`src/rtl/ptmr_pkg.sv`:
```
package ptmr_pkg;

   localparam int NUM_FLAGS = 3;
   localparam int FLAG_A    = 0;
   localparam int FLAG_B    = 1;
   localparam int FLAG_C    = 2;

   typedef enum logic [1:0] {
      EDGE_OFF  = 2'b00,
      EDGE_RISE = 2'b01,
      EDGE_FALL = 2'b10,
      EDGE_BOTH = 2'b11
   } edge_sel_e;

endpackage

```
`src/rtl/ptmr_trig.sv`:
```
module ptmr_trig
   import ptmr_pkg::*;
#(
   parameter int SYNC_N = 2
) (
   input  logic       clk,
   input  logic       rst_n,
   input  logic       trig_in,
   input  logic [1:0] edge_sel,
   output logic       edge_hit
);

   generate
      if (SYNC_N < 2) begin : g_bad_sync
         $error("ptmr_trig: SYNC_N must be at least 2");
      end
   endgenerate

   logic [SYNC_N-1:0] sync_q;
   logic              prev_q;
   logic              rise;
   logic              fall;
   edge_sel_e         sel;

   always_ff @(posedge clk or negedge rst_n) begin
      if (!rst_n) begin
         sync_q <= '0;
         prev_q <= 1'b0;
      end else begin
         sync_q <= {sync_q[SYNC_N-2:0], trig_in};
         prev_q <= sync_q[SYNC_N-1];
      end
   end

   assign sel  = edge_sel_e'(edge_sel);
   assign rise = sync_q[SYNC_N-1] & ~prev_q;
   assign fall = ~sync_q[SYNC_N-1] & prev_q;

   always_comb begin
      unique case (sel)
         EDGE_RISE: edge_hit = rise;
         EDGE_FALL: edge_hit = fall;
         EDGE_BOTH: edge_hit = rise | fall;
         default:   edge_hit = 1'b0;
      endcase
   end

   // the selector at 00 blocks every edge
   a_r4_off_blocks: assert property (@(posedge clk) disable iff (!rst_n)
      (edge_sel == 2'b00) |-> !edge_hit);

endmodule

```
`src/rtl/ptmr_chan.sv`:
```
module ptmr_chan #(
   parameter int CNT_W = 16,
   parameter int INIT  = 0
) (
   input  logic             clk,
   input  logic             rst_n,
   input  logic             buf_wr,
   input  logic [CNT_W-1:0] buf_data,
   input  logic             xfer,
   input  logic             idle,
   input  logic             tick_en,
   input  logic [CNT_W-1:0] cnt,
   output logic [CNT_W-1:0] act,
   output logic             hit
);

   localparam logic [CNT_W-1:0] INIT_V = CNT_W'(INIT);

   logic [CNT_W-1:0] buf_q;
   logic [CNT_W-1:0] act_q;

   always_ff @(posedge clk or negedge rst_n) begin
      if (!rst_n) begin
         buf_q <= INIT_V;
         act_q <= INIT_V;
      end else begin
         if (buf_wr) buf_q <= buf_data;
         if (xfer)
            act_q <= buf_q;
         else if (buf_wr && idle)
            act_q <= buf_data;
      end
   end

   assign act = act_q;
   assign hit = tick_en && (cnt == act_q);

   // the period boundary copies the value held before that edge
   a_r7_xfer_old_buf: assert property (@(posedge clk) disable iff (!rst_n)
      xfer |=> (act_q == $past(buf_q)));

   // a write during a run leaves the live value alone
   a_r7_busy_defers: assert property (@(posedge clk) disable iff (!rst_n)
      (buf_wr && !idle && !xfer) |=> $stable(act_q));

endmodule

```
`src/rtl/trig_pwm_timer.sv`:
```
module trig_pwm_timer
   import ptmr_pkg::*;
#(
   parameter int CNT_W  = 16,
   parameter int SYNC_N = 2,
   parameter int B_INIT = 0,
   parameter int C_INIT = 0
) (
   input  logic                 clk,
   input  logic                 rst_n,
   input  logic                 tick,
   input  logic                 start_set,
   input  logic                 start_clr,
   input  logic                 stop_sel,
   input  logic [1:0]           edge_sel,
   input  logic                 trig_in,
   input  logic                 cnt_wr,
   input  logic [CNT_W-1:0]     cnt_wdata,
   input  logic [CNT_W-1:0]     cmp_a,
   input  logic                 bufb_wr,
   input  logic [CNT_W-1:0]     bufb_data,
   input  logic                 bufc_wr,
   input  logic [CNT_W-1:0]     bufc_data,
   input  logic [NUM_FLAGS-1:0] flag_clr,
   output logic [CNT_W-1:0]     count,
   output logic                 running,
   output logic                 pwm_out,
   output logic [NUM_FLAGS-1:0] flags
);

   localparam int NUM_CH = 2;
   localparam int CH_B   = 0;
   localparam int CH_C   = 1;

   generate
      if (CNT_W < 2 || CNT_W > 31) begin : g_bad_width
         $error("trig_pwm_timer: CNT_W out of range 2..31");
      end
      if (B_INIT < 0 || B_INIT >= (1 << CNT_W)) begin : g_bad_binit
         $error("trig_pwm_timer: B_INIT does not fit CNT_W");
      end
      if (C_INIT < 0 || C_INIT >= (1 << CNT_W)) begin : g_bad_cinit
         $error("trig_pwm_timer: C_INIT does not fit CNT_W");
      end
   endgenerate

   logic [CNT_W-1:0]              cnt_q;
   logic                          run_q;
   logic                          out_q;
   logic [NUM_FLAGS-1:0]          flag_q;
   logic                          edge_hit;
   logic                          trig_go;
   logic                          tick_en;
   logic                          hit_a;
   logic [NUM_FLAGS-1:0]          hit_v;
   logic [NUM_CH-1:0]             ch_wr;
   logic [NUM_CH-1:0][CNT_W-1:0]  ch_data;
   logic [NUM_CH-1:0][CNT_W-1:0]  ch_act;
   logic [NUM_CH-1:0]             ch_hit;

   ptmr_trig #(.SYNC_N(SYNC_N)) u_trig (
      .clk      (clk),
      .rst_n    (rst_n),
      .trig_in  (trig_in),
      .edge_sel (edge_sel),
      .edge_hit (edge_hit)
   );

   // trigger is honoured only at inactive output; software stop wins
   assign trig_go = edge_hit && !out_q && !start_clr;
   // a trigger, a load or a stop replaces the counting step of this clock
   assign tick_en = run_q && tick && !start_clr && !trig_go && !cnt_wr;
   assign hit_a   = tick_en && (cnt_q == cmp_a);

   assign ch_wr[CH_B]   = bufb_wr;
   assign ch_wr[CH_C]   = bufc_wr;
   assign ch_data[CH_B] = bufb_data;
   assign ch_data[CH_C] = bufc_data;

   for (genvar ch = 0; ch < NUM_CH; ch++) begin : g_ch
      ptmr_chan #(
         .CNT_W (CNT_W),
         .INIT  ((ch == CH_B) ? B_INIT : C_INIT)
      ) u_chan (
         .clk      (clk),
         .rst_n    (rst_n),
         .buf_wr   (ch_wr[ch]),
         .buf_data (ch_data[ch]),
         .xfer     (hit_a),
         .idle     (!run_q),
         .tick_en  (tick_en),
         .cnt      (cnt_q),
         .act      (ch_act[ch]),
         .hit      (ch_hit[ch])
      );
   end

   assign hit_v[FLAG_A] = hit_a;
   assign hit_v[FLAG_B] = ch_hit[CH_B];
   assign hit_v[FLAG_C] = ch_hit[CH_C];

   always_ff @(posedge clk or negedge rst_n) begin
      if (!rst_n) begin
         cnt_q <= '0;
      end else if (trig_go) begin
         cnt_q <= '0;
      end else if (cnt_wr) begin
         cnt_q <= cnt_wdata;
      end else if (tick_en) begin
         cnt_q <= hit_a ? '0 : cnt_q + 1'b1;
      end
   end

   always_ff @(posedge clk or negedge rst_n) begin
      if (!rst_n) begin
         run_q <= 1'b0;
      end else if (start_clr) begin
         run_q <= 1'b0;
      end else if (trig_go || start_set) begin
         run_q <= 1'b1;
      end else if (hit_a && stop_sel) begin
         run_q <= 1'b0;
      end
   end

   always_ff @(posedge clk or negedge rst_n) begin
      if (!rst_n) begin
         out_q <= 1'b0;
      end else if (start_clr) begin
         out_q <= 1'b0;
      end else if (ch_hit[CH_B]) begin
         out_q <= 1'b0;
      end else if (ch_hit[CH_C]) begin
         out_q <= 1'b1;
      end
   end

   always_ff @(posedge clk or negedge rst_n) begin
      if (!rst_n) begin
         flag_q <= '0;
      end else begin
         for (int i = 0; i < NUM_FLAGS; i++) begin
            if (hit_v[i])
               flag_q[i] <= 1'b1;
            else if (flag_clr[i])
               flag_q[i] <= 1'b0;
         end
      end
   end

   assign count   = cnt_q;
   assign running = run_q;
   assign pwm_out = out_q;
   assign flags   = flag_q;

   // a plain counting step adds exactly one
   a_r1_step: assert property (@(posedge clk) disable iff (!rst_n)
      (running && tick && !start_clr && !cnt_wr && !trig_go && (count != cmp_a))
      |=> (count == $past(count) + 1'b1));

   // a period match returns the counter to zero
   a_r2_wrap: assert property (@(posedge clk) disable iff (!rst_n)
      hit_a |=> (count == '0));

   // a lone high match drives the pin high
   a_r3_high_on_c: assert property (@(posedge clk) disable iff (!rst_n)
      (ch_hit[CH_C] && !ch_hit[CH_B] && !start_clr) |=> pwm_out);

   // a low match always drives the pin low
   a_r3_low_on_b: assert property (@(posedge clk) disable iff (!rst_n)
      ch_hit[CH_B] |=> !pwm_out);

   // with the pin high and no other cause, the counter cannot move
   a_r5_active_ignores: assert property (@(posedge clk) disable iff (!rst_n)
      (pwm_out && !start_clr && !cnt_wr && !(running && tick)) |=> $stable(count));

   // one-shot mode halts at the period match
   a_r6_stop: assert property (@(posedge clk) disable iff (!rst_n)
      (hit_a && stop_sel && !start_set) |=> !running);

   // flags stay set until cleared
   for (genvar f = 0; f < NUM_FLAGS; f++) begin : g_flag_chk
      a_r8_sticky: assert property (@(posedge clk) disable iff (!rst_n)
         (flags[f] && !flag_clr[f]) |=> flags[f]);
   end

   // software stop idles the timer and lowers the pin
   a_r9_stop_clears: assert property (@(posedge clk) disable iff (!rst_n)
      start_clr |=> (!running && !pwm_out));

   // an accepted trigger keeps the timer running from zero
   a_r10_trig_wins: assert property (@(posedge clk) disable iff (!rst_n)
      trig_go |=> (running && (count == '0)));

endmodule

```
`config.mk`:
```
export PLATFORM = sky130hd
export DESIGN_NAME = trig_pwm_timer
export DESIGN_NICKNAME = d
export VERILOG_FILES = /design/src/rtl/ptmr_pkg.sv /design/src/rtl/ptmr_trig.sv /design/src/rtl/ptmr_chan.sv /design/src/rtl/trig_pwm_timer.sv
export SDC_FILE = /design/constraint.sdc
export NUM_CORES = 1
export LEC_CHECK = 0
export BUFFER_PORTS_ARGS = -buffer_cell sky130_fd_sc_hd__buf_4
export CAP_MARGIN = 15
export CORE_ASPECT_RATIO = 0.6
export CORE_MARGIN = 1
export CORE_UTILIZATION = 45
export CTS_BUF_LIST = sky130_fd_sc_hd__clkbuf_8
export DETAILED_ROUTE_END_ITERATION = 8
export HOLD_SLACK_MARGIN = 0.03
export PLACE_DENSITY_LB_ADDON = 0.08
export REMOVE_ABC_BUFFERS = 1
export SLEW_MARGIN = 15
export SYNTH_ARGS = -nofsm -noshare
export SYNTH_HDL_FRONTEND = slang
export SYNTH_HIERARCHICAL = 1
export SYNTH_SLANG_ARGS = --single-unit
```
`constraint.sdc`:
```
create_clock -name clk -period 3.5 [get_ports clk]
set_input_delay 0.35 -clock clk [delete_from_list [all_inputs] [get_ports clk]]
set_output_delay 0.35 -clock clk [all_outputs]
set_load 0.02 [all_outputs]
```
==> results.toml <==
[placement]
port_buffers = 99
dpl.hpwl_um = 8433
gp_congestion = 0.8392

[yosys]
ys_warn_count = 6
syn_area_um2 = 4588
synth-seq-area-share_pct = 48.00
synth-seq-cells = 88
synth_cells = 407
ys_types = 39
syn_avg_cell_area_um2 = 11.27

[critical_path]
r2r-end = "g_ch[1].u_chan/act[6]"
regToRegSetupSlack_ps = 760
critPathKind = "flop to flop"
worst-path-max-fanout = 22
endpoint = "g_ch[1].u_chan/act[6]"
cp.required_ps = 3710
worstReg2RegStart = "count[3]"
ff2ff_path_depth = 7
cp-start-kind = "flop"
startpoint = "count[3]"
crit_slowest_cell = "dfrtp_1"
path_common_cell = "nor4_4"
cp.arrival_ps = 2950
end_kind = "flop"
path_cells = "xor2_2 > nor4_4 > nand4_2 > nor4_4 > buf_4 > mux2i_1 > o21ai_0"
slowest_delay_ps = 660

[sta]
final_max_slew_viol_count = 0
hold_viol = 0
setup_violations = 0
fmax_mhz = 365.2
period_share_pct = 78.24
period_minus_slack_ps = 2738
worstMarginPinSlew_ps = 810.3
slew_headroom_pct = 45.98
rsz0062_at_grt = "false"
fin_tns_setup_ps = 0
clock_skew_ps = 11.94

[cells_and_area]
final_util_pct = 57.47
insertedDiodeCount = 0
drive_gt1_share_pct = 35.48
fin_nets = 591
area_growth_pct = 23.75
mostFrequentLayoutCell = "buf_4"
final_cell_mix = "buf_4 (112), dfrtp_1 (88), nand2_1 (42)"

[routing]
wl_per_cell_um = 18.15
via_per_inst = 5.231
wl_um = 11760
firstDrtPassIters = 4
drc = 0
antenna_left = 0
drt_iter0_markers = 241
num_vias = 3390

[clock_tree]
htreeDepth = 3
clock_latency_ps = 370
clkTransAtPathRegs_ps = 90
clock-sinks = 88
cts_tree = "yes"
cts_buffers = 9
clk_path_buf_depth = 2
cts_hold_buf = 0
cts_resized = 0
post-cts-setup-buffers = 0
cts-root-buf = "clkbuf_8"

[die]
pin_count = 100
start_util_pct = 46.44
core_um2 = 9879
rows = 28
die_height_um = 80.22
die-area_um2 = 10620
die-width_um = 132.4

[global_route]
grtUsageTotal_pct = 23.90
grt_pass1_wl_um = 18840
grt_max_degree = 89
grt_pass1_vias = 3395
gr-total-overflow = 0
grt_antenna_before_repair = 0

[pwr]
switching_share_pct = 29.29
power.switching_uw = 740.0
power.density_nw_per_um2 = 445.0
ir_drop_v = 0.0002115
power.total_uw = 2527
pwr-share-clk_pct = 29.6
comb_power_share_pct = 21.7
p_int_uw = 1787
seqPwrFrac_pct = 48.7
p_leak_uw = 0.002472

[hold_path]
hold_path.class = "input port to asynchronous set/reset pin"

[outcome]
status = "complete, no violations"

[job]
drv_cap = 0
[layer usage]
layer	GRT usage (%)	wire length (um)	up-vias
met2	36.89	5229	94
li1	-	-	1625
met1	33.45	5674	1662
met5	0	0	-
met3	5.429	723	9
met4	7.241	131	0
[metrics by stage]
stage	std cells	worst slack (ps)	hold slack [ps]	instance area, um^2
3_3_place_gp	633	880.6	332.9	5465
4_1_cts	648	732.5	78.96	5667
5_1_grt	648	571.6	69.80	5678
6_report	648	761.7	42.53	5678
3_5_place_dp	633	790.1	349.1	5465
2_1_floorplan	385	-243.6	54.41	4448
[final cells by class]
class                           instances  area [um^2]
Clock buffer                            9        123.9
Inverter                                8        30.03
Timing Repair Buffer                  113        852.1
Fill cell                             887         4202
Clock inverter                          6        77.57
Tap cell                              135        168.9
Sequential cell                        88         2202
Multi-Input combinational cell        289         2223
[worst max-delay path: cells and delay by family, from the launching register on]
family,cells,cell delay (ps)
XOR/XNOR,1,160
flip-flops,1,660
buffers and inverters,1,460
AO/OA/AOI/OAI,1,90
AND/OR/NAND/NOR,3,930
multiplexers,1,250
[synth_stat cells]
| cell | count | area share (%) |
|---|---|---|
| inv_1 | 8 | 0.65 |
| mux2_2 | 32 | 7.9 |
| a22oi_1 | 15 | 2.5 |
| nor2_1 | 8 | 0.65 |
| a21oi_2 | 2 | 0.38 |
| ha_1 | 3 | 0.82 |
| nand2_2 | 1 | 0.14 |
| buf_8 | 1 | 0.33 |
| o21ai_2 | 9 | 1.7 |
| nand2_1 | 42 | 3.4 |
| nor4_1 | 2 | 0.27 |
| xor2_2 | 1 | 0.35 |
| buf_2 | 10 | 1.1 |
| nor4_2 | 5 | 1.4 |
| nand3_1 | 6 | 0.65 |
| a21o_1 | 3 | 0.49 |
| nand4_1 | 11 | 1.5 |
| a311oi_1 | 1 | 0.19 |
| and3_1 | 1 | 0.14 |
| o211ai_2 | 1 | 0.27 |
| xor2_1 | 29 | 5.5 |
| o21ai_0 | 34 | 3.7 |
| nor3_1 | 3 | 0.33 |
| nand4_2 | 1 | 0.27 |
| buf_6 | 2 | 0.49 |
| and4_1 | 1 | 0.19 |
| nor2b_1 | 3 | 0.41 |
| xnor2_1 | 32 | 6.1 |
| a21oi_1 | 1 | 0.11 |
| clkbuf_1 | 2 | 0.16 |
| nor4_4 | 2 | 0.93 |
| buf_4 | 4 | 0.65 |
| clkbuf_2 | 3 | 0.33 |
| or2_2 | 1 | 0.14 |
| mux2i_1 | 32 | 7.0 |
| nand2b_1 | 1 | 0.14 |
| o21ai_1 | 5 | 0.55 |
| nor3_2 | 1 | 0.22 |
| dfrtp_1 | 88 | 48 |
[worst min path at each step]
stage	from	endpoint	depth (start not counted)
CTS	trig_in	u_trig/sync_q[0]	1
floorplan	rst_n	count[0]	0
finish	rst_n	g_ch[1].u_chan/buf_q[3]	1
global placement	u_trig/sync_q[0]	u_trig/sync_q[1]	0
global route	trig_in	u_trig/sync_q[0]	1
detailed placement	u_trig/sync_q[0]	u_trig/sync_q[1]	0
[logic make-up after synthesis]
logic type	synth area share, %
AO/OA/AOI/OAI	9.872
XOR/XNOR	12.00
adder cells (fa/ha/maj)	0.8182
buffers and inverters	3.709
flip-flops	48.00
multiplexers	14.84
AND/OR/NAND/NOR	10.77
[flip-flops by register name (all words and copies together), names as in the netlist]
register,count
u_trig/prev_q,1
flags,3
count,16
running,1
pwm_out,1
u_trig/sync_q,2
g_ch.u_chan/act,32
g_ch.u_chan/buf_q,32
[power groups by stage]
stage	clock network (uW)	registers (uW)	logic [uW]
2_1_floorplan	0	1270	266
3_3_place_gp	0	1250	539
3_5_place_dp	0	1250	548
4_1_cts	768	1230	551
5_1_grt	808	1250	602
6_report	747	1230	548
(Power assumes the default switching activity.)
